**config.mk**
```make
export PLATFORM = sky130hd
export DESIGN_NAME = serlink_adapter
export DESIGN_NICKNAME = d
export VERILOG_FILES = /design/src/rtl/serlink_pkg.sv /design/src/rtl/serlink_mode.sv /design/src/rtl/serlink_tx.sv /design/src/rtl/serlink_chan.sv /design/src/rtl/serlink_rx.sv /design/src/rtl/serlink_adapter.sv
export SDC_FILE = /design/constraint.sdc
export NUM_CORES = 1
export LEC_CHECK = 0
export ABC_AREA = 1
export CORE_MARGIN = 2
export CORE_UTILIZATION = 50
export CTS_CLUSTER_SIZE = 14
export DETAILED_ROUTE_END_ITERATION = 8
export PLACE_DENSITY = 0.77
export SLEW_MARGIN = 20
export SYNTH_ARGS = -nofsm -noshare
export SYNTH_HDL_FRONTEND = slang
export SYNTH_HIERARCHICAL = 1
export SYNTH_SLANG_ARGS = --single-unit
```
**constraint.sdc**
```tcl
create_clock -name clk -period 1.45 [get_ports clk]
set_input_delay 0.2175 -clock clk [delete_from_list [all_inputs] [get_ports clk]]
set_output_delay 0.2175 -clock clk [all_outputs]
set_load 0.01 [all_outputs]
```
**src/rtl/serlink_pkg.sv**
```systemverilog
package serlink_pkg;
  // Sideband tag carried alongside the wire bundle each cycle
  typedef enum logic [1:0] {
    LK_IDLE   = 2'd0,
    LK_FULL   = 2'd1,
    LK_FIRST  = 2'd2,
    LK_SECOND = 2'd3
  } link_kind_e;
endpackage

```
**src/rtl/serlink_mode.sv**
```systemverilog
module serlink_mode (
  input  logic clk,
  input  logic rst_n,
  input  logic cfg_serial_i,
  input  logic cfg_use_hi_i,
  input  logic quiet_i,
  output logic mode_ser_o,
  output logic mode_hi_o
);
  logic ser_q, hi_q, ser_d, hi_d;

  always_comb begin
    ser_d = ser_q;
    hi_d  = hi_q;
    if (quiet_i) begin
      ser_d = cfg_serial_i;
      hi_d  = cfg_use_hi_i;
    end
  end

  always_ff @(posedge clk or negedge rst_n) begin
    if (!rst_n) begin
      ser_q <= 1'b0;
      hi_q  <= 1'b0;
    end else begin
      ser_q <= ser_d;
      hi_q  <= hi_d;
    end
  end

  assign mode_ser_o = ser_q;
  assign mode_hi_o  = hi_q;
endmodule

```
**src/rtl/serlink_tx.sv**
```systemverilog
module serlink_tx
  import serlink_pkg::*;
#(
  parameter int W = 32
) (
  input  logic           clk,
  input  logic           rst_n,
  input  logic           mode_ser_i,
  input  logic           mode_hi_i,
  input  logic           in_valid_i,
  input  logic [W-1:0]   in_data_i,
  output logic           in_ready_o,
  output logic           pend_o,
  output link_kind_e     kind_o,
  output logic [W-1:0]   wires_o
);
  localparam int H = W / 2;

  logic           pend_q, pend_d;
  logic [H-1:0]   hold_q, hold_d;
  logic           hold_en;
  link_kind_e     kind_q, kind_d;
  logic [W-1:0]   wires_q, wires_d;
  logic           wires_en;
  logic           accept;

  function automatic logic [W-1:0] place(input logic [H-1:0] x, input logic hi);
    return hi ? {x, {H{1'b0}}} : {{H{1'b0}}, x};
  endfunction

  always_comb begin
    accept   = in_valid_i & ~pend_q;
    pend_d   = accept & mode_ser_i;
    hold_en  = accept & mode_ser_i;
    hold_d   = in_data_i[W-1:H];
    wires_en = accept | pend_q;
    kind_d   = LK_IDLE;
    wires_d  = wires_q;
    if (pend_q) begin
      kind_d  = LK_SECOND;
      wires_d = place(hold_q, mode_hi_i);
    end else if (accept && mode_ser_i) begin
      kind_d  = LK_FIRST;
      wires_d = place(in_data_i[H-1:0], mode_hi_i);
    end else if (accept) begin
      kind_d  = LK_FULL;
      wires_d = in_data_i;
    end
  end

  always_ff @(posedge clk or negedge rst_n) begin
    if (!rst_n) begin
      pend_q <= 1'b0;
      kind_q <= LK_IDLE;
    end else begin
      pend_q <= pend_d;
      kind_q <= kind_d;
    end
  end

  always_ff @(posedge clk or negedge rst_n) begin
    if (!rst_n) begin
      hold_q  <= '0;
      wires_q <= '0;
    end else begin
      if (hold_en)  hold_q  <= hold_d;
      if (wires_en) wires_q <= wires_d;
    end
  end

  assign in_ready_o = ~pend_q;
  assign pend_o     = pend_q;
  assign kind_o     = kind_q;
  assign wires_o    = wires_q;
endmodule

```
**src/rtl/serlink_chan.sv**
```systemverilog
module serlink_chan #(
  parameter int W = 32
) (
  input  logic [W-1:0] tx_wires_i,
  input  logic [W-1:0] dead_i,
  output logic [W-1:0] rx_wires_o
);
  // One vertical wire per bit; a dead wire reads as zero
  for (genvar i = 0; i < W; i++) begin : g_wire
    assign rx_wires_o[i] = tx_wires_i[i] & ~dead_i[i];
  end
endmodule

```
**src/rtl/serlink_rx.sv**
```systemverilog
module serlink_rx
  import serlink_pkg::*;
#(
  parameter int W = 32
) (
  input  logic           clk,
  input  logic           rst_n,
  input  logic           mode_hi_i,
  input  link_kind_e     kind_i,
  input  logic [W-1:0]   wires_i,
  output logic           out_valid_o,
  output logic [W-1:0]   out_data_o
);
  localparam int H = W / 2;

  logic [H-1:0] lo_q, half;
  logic         lo_en;
  logic [W-1:0] out_q, out_d;
  logic         out_en;
  logic         vld_q, vld_d;

  always_comb begin
    half   = mode_hi_i ? wires_i[W-1:H] : wires_i[H-1:0];
    lo_en  = (kind_i == LK_FIRST);
    out_en = (kind_i == LK_FULL) || (kind_i == LK_SECOND);
    out_d  = (kind_i == LK_SECOND) ? {half, lo_q} : wires_i;
    vld_d  = out_en;
  end

  always_ff @(posedge clk or negedge rst_n) begin
    if (!rst_n) begin
      vld_q <= 1'b0;
      lo_q  <= '0;
      out_q <= '0;
    end else begin
      vld_q <= vld_d;
      if (lo_en)  lo_q  <= half;
      if (out_en) out_q <= out_d;
    end
  end

  assign out_valid_o = vld_q;
  assign out_data_o  = out_q;
endmodule

```
**src/rtl/serlink_adapter.sv**
```systemverilog
module serlink_adapter
  import serlink_pkg::*;
#(
  parameter int W = 32
) (
  input  logic         clk,
  input  logic         rst_n,
  input  logic         cfg_serial_i,
  input  logic         cfg_use_hi_i,
  input  logic [W-1:0] wire_dead_i,
  input  logic         in_valid_i,
  input  logic [W-1:0] in_data_i,
  output logic         in_ready_o,
  output logic         out_valid_o,
  output logic [W-1:0] out_data_o
);
  logic         mode_ser, mode_hi, tx_pend, quiet;
  link_kind_e   link_kind;
  logic [W-1:0] tx_wires, rx_wires;

  assign quiet = ~tx_pend & (link_kind == LK_IDLE) & ~in_valid_i;

  serlink_mode u_mode (
    .clk          (clk),
    .rst_n        (rst_n),
    .cfg_serial_i (cfg_serial_i),
    .cfg_use_hi_i (cfg_use_hi_i),
    .quiet_i      (quiet),
    .mode_ser_o   (mode_ser),
    .mode_hi_o    (mode_hi)
  );

  serlink_tx #(.W(W)) u_tx (
    .clk        (clk),
    .rst_n      (rst_n),
    .mode_ser_i (mode_ser),
    .mode_hi_i  (mode_hi),
    .in_valid_i (in_valid_i),
    .in_data_i  (in_data_i),
    .in_ready_o (in_ready_o),
    .pend_o     (tx_pend),
    .kind_o     (link_kind),
    .wires_o    (tx_wires)
  );

  serlink_chan #(.W(W)) u_chan (
    .tx_wires_i (tx_wires),
    .dead_i     (wire_dead_i),
    .rx_wires_o (rx_wires)
  );

  serlink_rx #(.W(W)) u_rx (
    .clk         (clk),
    .rst_n       (rst_n),
    .mode_hi_i   (mode_hi),
    .kind_i      (link_kind),
    .wires_i     (rx_wires),
    .out_valid_o (out_valid_o),
    .out_data_o  (out_data_o)
  );
endmodule

```
After elaboration in Yosys (flattened, before gate mapping)
Cells that the tools add are included.
{"block": "totals", "memories": 0, "mem_bits_rw": 0, "word_cells": 98, "inputBits": 69, "latch_bits": 0, "romBits": 0, "out_inout_bits": 34, "regBits": 102}
{"block": "op_classes", "n_eq_ne": 3, "bitwise_logic": 71, "shift": 0, "div": 0, "mux": 10, "addsub": 0, "reduce_logical": 5, "multipliers": 0, "magnitude_cmp": 0}
{"operator": "32-bit two-way mux", "n": 6}
{"operator": "1-bit AND", "n": 36}
{"operator": "1-bit inverter", "n": 34}
{"operator": "16-bit two-way mux", "n": 1}
{"operator": "2-bit equality test, second input constant", "n": 2}
{"operator": "2-bit two-way mux", "n": 2}
{"operator": "3-bit nonzero test", "n": 1}
{"operator": "2-bit by 1-bit equality test with 1-bit output, second input constant", "n": 1}
{"operator": "2-bit logical NOT", "n": 1}
{"operator": "2-bit AND reduction", "n": 1}
{"operator": "1-bit logical AND", "n": 1}
{"operator": "1-bit logical OR", "n": 1}
{"operator": "1-bit two-way mux", "n": 1}
{"operator": "1-bit bitwise OR", "n": 1}

Logic depth before layout (Yosys ltp)
{"block": "depth", "word_depth": 5, "mapped_depth": 8, "mapped_depth_nobuf": 7}

Cells and area by module
Netlist, hierarchy kept.
{"mod": "serlink_rx", "cells_per_inst": 379, "seq_area_each_um2": 1226.2, "instances": 1, "area_each_um2": 2576.2}
{"mod": "serlink_tx", "cells_per_inst": 318, "seq_area_each_um2": 1276.2, "instances": 1, "area_each_um2": 2423.6}
{"mod": "serlink_chan", "cells_per_inst": 64, "seq_area_each_um2": 0.0, "instances": 1, "area_each_um2": 320.3}
{"mod": "serlink_mode", "cells_per_inst": 9, "seq_area_each_um2": 50.0, "instances": 1, "area_each_um2": 76.3}
{"mod": "serlink_adapter", "cells_per_inst": 7, "seq_area_each_um2": 0.0, "instances": 1, "area_each_um2": 26.3}

Worst setup path after synthesis
No wires, ideal clock.
{"block": "synth_path", "path_type": "reg2reg", "startpoint": "reg u_mode.hi_q, in the netlist u_mode/mode_hi_o", "endpoint": "reg u_rx.out_q[21], in the netlist u_rx/out_data_o[21]", "required_ns": 1.334, "path_slack_ns": 0.298, "n_path_buf": 2, "synth_period_minus_slack_ns": 1.152, "setup_time_ns": 0.116, "t_arrival_ns": 1.036, "stages_incl_launch_ff": 8, "cell_sequence": "dfrtp_1 > buf_2 > inv_2 > buf_4 > nand2_1 > nand2_1 > nand2_1 > nand2_1"}
{"block": "synth_via", "elab_chain_len": 2}
{"item": "start, declared", "line": "serlink_mode.sv:10", "source": "logic ser_q, hi_q, ser_d, hi_d;"}
{"item": "start signal, assigned", "line": "serlink_mode.sv:27", "source": "hi_q <= hi_d;"}
{"item": "16-bit two-way mux", "line": "serlink_rx.sv:23", "source": "half = mode_hi_i ? wires_i[W-1:H] : wires_i[H-1:0];"}
{"item": "32-bit two-way mux", "line": "serlink_rx.sv:26", "source": "out_d = (kind_i == LK_SECOND) ? {half, lo_q} : wires_i;"}
{"item": "end signal, assigned", "line": "serlink_rx.sv:38", "source": "if (out_en) out_q <= out_d;"}
{"item": "end, declared", "line": "serlink_rx.sv:18", "source": "logic [W-1:0] out_q, out_d;"}
No other way between the ends.
A chain may end at the register's enable or synchronous reset.

Worst setup path after layout
{"block": "layout_path", "startpoint": "reg u_tx.pend_q, in the netlist u_tx/pend_o", "endpoint": "out in_ready_o"}
{"block": "layout_via", "elab_chain_len": 1}
{"item": "start, declared", "line": "serlink_tx.sv:19", "source": "logic pend_q, pend_d;"}
{"item": "start signal, assigned", "line": "serlink_tx.sv:56", "source": "pend_q <= pend_d;"}
{"item": "1-bit inverter", "line": "serlink_tx.sv:71", "source": "assign in_ready_o = ~pend_q;"}
{"item": "end, declared", "line": "serlink_adapter.sv:13", "source": "output logic in_ready_o,"}
No other way between the ends.

==> results.md <==
## CTS
- clock root buffer master: sky130_fd_sc_hd__clkbuf_8
- # H-tree levels: 3
- clock tree from TritonCTS: done
- deepest clock path buffer count: 2
- clock buffer count from CTS: 9
- clock sinks: 102
- clock latency of the later-clocked register in the worst-skew pair: 350 ps
- clock slew seen by the registers of the worst setup and hold paths: 90 ps

## Timing
- final critical path time including I/O delays and setup: 1390 ps
- post-route worst hold slack: 411 ps
- post-route clock skew: 9.99 ps
- final number of setup-violating endpoints: 0
- RSZ-0062 raised after global routing: false
- fin crit share: 0.961
- number of endpoints with negative hold slack in the final report: 0
- number of pins with negative max-slew slack in the final report: 0
- top achievable clock speed: 718 MHz
- Max-slew headroom: 0.619
- Setup Total Neg Slack: 0 ps
- actual transition at the worst max-transition pin: 570 ps

## Floorplanning
- # IOs: 103
- number of standard-cell rows in the floorplan: 38
- vertical extent of the die: 108 um
- horizontal extent of the die: 108 um
- Initial Utilization: 0.507
- total die area: 0.0117 sq mm
- Std-Cell Core Area: 0.0107 sq mm

## Synthesis
- Post-Syn Nets: 846
- part of the Yosys area used for sequential elements: 0.471
- Post-synth top cells: 347 x sky130_fd_sc_hd__nand2_1, 102 x sky130_fd_sc_hd__dfrtp_1, 102 x sky130_fd_sc_hd__inv_1
- Post-Syn Area per Cell: 6.98 sq um
- dominant cell by count in the synthesized netlist: sky130_fd_sc_hd__nand2_1
- top-area cell type share of the netlist area: 0.471
- synthesized flop and latch total: 102
- post-synth cell types: 18
- Yosys warning count: 6
- biggest area consumer among synthesized cells: sky130_fd_sc_hd__dfrtp_1
- biggest area contributors in the synthesized netlist: sky130_fd_sc_hd__dfrtp_1 47%, sky130_fd_sc_hd__nand2_1 24%, sky130_fd_sc_hd__nand3_1 8.9%
- synthesized instance count: 777
- Async S/R FF share, synth: 1.00
- number of enable flip-flop cells after synthesis: 0
- combined area of all synthesized cells: 0.00542 sq mm
- predominant post-synthesis flop cell: sky130_fd_sc_hd__dfrtp_1

## Setup path
- type of destination of the critical path: output pin
- classification of the worst setup path: reg -> out
- Req. time, crit path: 1230 ps
- Crit Path Max Fanout: 5
- Critical Path Source Type: register
- Critical Path AT: 1180 ps

## Placed design
- gpl congestion: 0.972
- Port-buffer cells: 102
- placed wire-length estimate after detailed placement: 9.82 mm

## Cells and area
- layout-stage area growth over the synthesis result: 24.7%
- flip-flop and latch area: 0.00255 sq mm
- number of antenna repair diodes: 0
- layout cells sized above 1: 0.0931
- number of nets at the end of the flow: 945
- filler instances: 991
- area used by multi-input combinational logic: 0.00224 sq mm

## Pwr
- total power density per cell area: 1700 mW/mm^2
- worst IR drop on VDD: 788 uV
- leakage power total: 3.69 nW

## Outcome
- result of the run: completed

## Worst hold path
- min-delay worst type: in -> reg

## Routing
- DRT Pass-1 Iters: 5
- Total Routed Length: 13.5 mm
- violation count after the first detailed-routing iteration: 309
- post-DR wirelength/cell: 13.3 um
- Detail Route Antenna Nets: 0
- count of vias placed by the detailed router: 4944
- post-detailed-route DRC marker count: 0
- Vias/cell: 4.84

## Global route
- initial antenna violation count: 0
- vias in the first global route: 4714
- largest net degree at the start of global routing: 103
- All-Layer GR Usage: 0.248
- total grt overflow: 0
- first-pass GRT wire length: 23.0 mm

## Flow run
- number of maximum-capacitance violations: 0

per-stage QoR:
step	instance area, sq um	power (mW)	util	instances	worst slack [ps]
3_3_place_gp	6590	9.84	0.616	1003	55.5
6_report	6760	11.5	0.632	1021	57.1
5_1_grt	6760	12.5	0.632	1021	0.416
3_5_place_dp	6590	10.0	0.616	1003	10.5
4_1_cts	6750	11.5	0.631	1020	18.2
2_1_floorplan	5420	8.16	-	777	298
worst max-delay path, stage by stage (launching register included):
cell and delay, ps:
sky130_fd_sc_hd__dfrtp_2 450, sky130_fd_sc_hd__inv_4 100, sky130_fd_sc_hd__dlygate4sd2_1 270
layout by cell type, fill, tap and decap left out:
cell | Yosys | final
sky130_fd_sc_hd__nand3_1 | 96 | 96
sky130_fd_sc_hd__clkdlybuf4s50_1 | 0 | 67
sky130_fd_sc_hd__a21oi_1 | 1 | 1
sky130_fd_sc_hd__inv_4 | 5 | 6
sky130_fd_sc_hd__nor2_4 | 1 | 1
sky130_fd_sc_hd__nand2_1 | 347 | 347
sky130_fd_sc_hd__dfrtp_2 | 0 | 1
sky130_fd_sc_hd__clkinvlp_4 | 0 | 3
sky130_fd_sc_hd__dlymetal6s2s_1 | 0 | 1
sky130_fd_sc_hd__dfrtp_1 | 102 | 101
sky130_fd_sc_hd__clkinv_4 | 0 | 1
sky130_fd_sc_hd__nand2_4 | 2 | 2
sky130_fd_sc_hd__nor2_1 | 50 | 49
sky130_fd_sc_hd__buf_12 | 0 | 4
sky130_fd_sc_hd__clkbuf_8 | 0 | 11
sky130_fd_sc_hd__nor2_8 | 1 | 1
sky130_fd_sc_hd__dlygate4sd2_1 | 0 | 33
sky130_fd_sc_hd__inv_1 | 102 | 102
sky130_fd_sc_hd__nor2_2 | 32 | 33
sky130_fd_sc_hd__dlygate4sd3_1 | 0 | 1
sky130_fd_sc_hd__buf_4 | 7 | 15
sky130_fd_sc_hd__inv_2 | 4 | 3
sky130_fd_sc_hd__clkbuf_1 | 1 | 1
sky130_fd_sc_hd__nand2_2 | 1 | 1
final cells by class:
| type | instances | share of cell area |
|---|---|---|
| clock buffers | 12 | 0.0230 |
| clock inverters | 4 | 0.00463 |
| inverters | 111 | 0.0639 |
| multi-input cells | 531 | 0.331 |
| flip-flops and latches | 102 | 0.378 |
| well taps | 140 | 0.0259 |
| repair buffers | 121 | 0.174 |
final timing paths:
path / end / slack, ps / cells after the start / startpoint
max in group asynchronous: u_tx/pend_o / 560 / 3 / rst_n
setup reg to reg: u_rx/out_data_o[29] / 160 / 5 / u_tx/kind_o[0]
setup / recovery: in_ready_o / 60 / 2 / u_tx/pend_o
hold reg to reg: u_rx/out_data_o[0] / 480 / 2 / u_rx/out_data_o[0]
hold / removal: u_mode/mode_ser_o / 410 / 3 / cfg_serial_i
min in group asynchronous: u_rx/out_data_o[10] / 460 / 3 / rst_n
where the power goes:
part	total, mW	internal [mW]	switching, mW
clock	1.68	0.723	0.961
combinational	5.04	1.87	3.17
sequential	4.78	4.01	0.765
per-layer routing:
layer,up-vias,share of wire,global-route usage
met5,-,0,0
met4,0,0.018,0.0824
met3,18,0.060,0.0277
met2,193,0.48,0.398
met1,2229,0.44,0.352
li1,2504,-,-
sequential cells by signal, indices dropped and copies added, names as in the netlist:
signal,count
u_rx/out_data_o,32
u_tx/hold_q,16
u_rx/out_valid_o,1
u_mode/mode_ser_o,1
u_rx/lo_q,16
u_tx/kind_o,2
u_tx/pend_o,1
u_tx/wires_o,32
u_mode/mode_hi_o,1
cell families after synthesis:
family | share of synthesized area
simple gates | 0.411
compound gates | 0.000922
buf+inv | 0.117
flops | 0.471
repair_timing:
item                                    CTS  global route
hold buffers                              1             0
pin swaps                                 0             0
gates resized for setup                  34             3
endpoints found under the setup margin   33             3
hold endpoints to repair                102             0
setup buffers                             0             1
(Power assumes the default switching activity.)
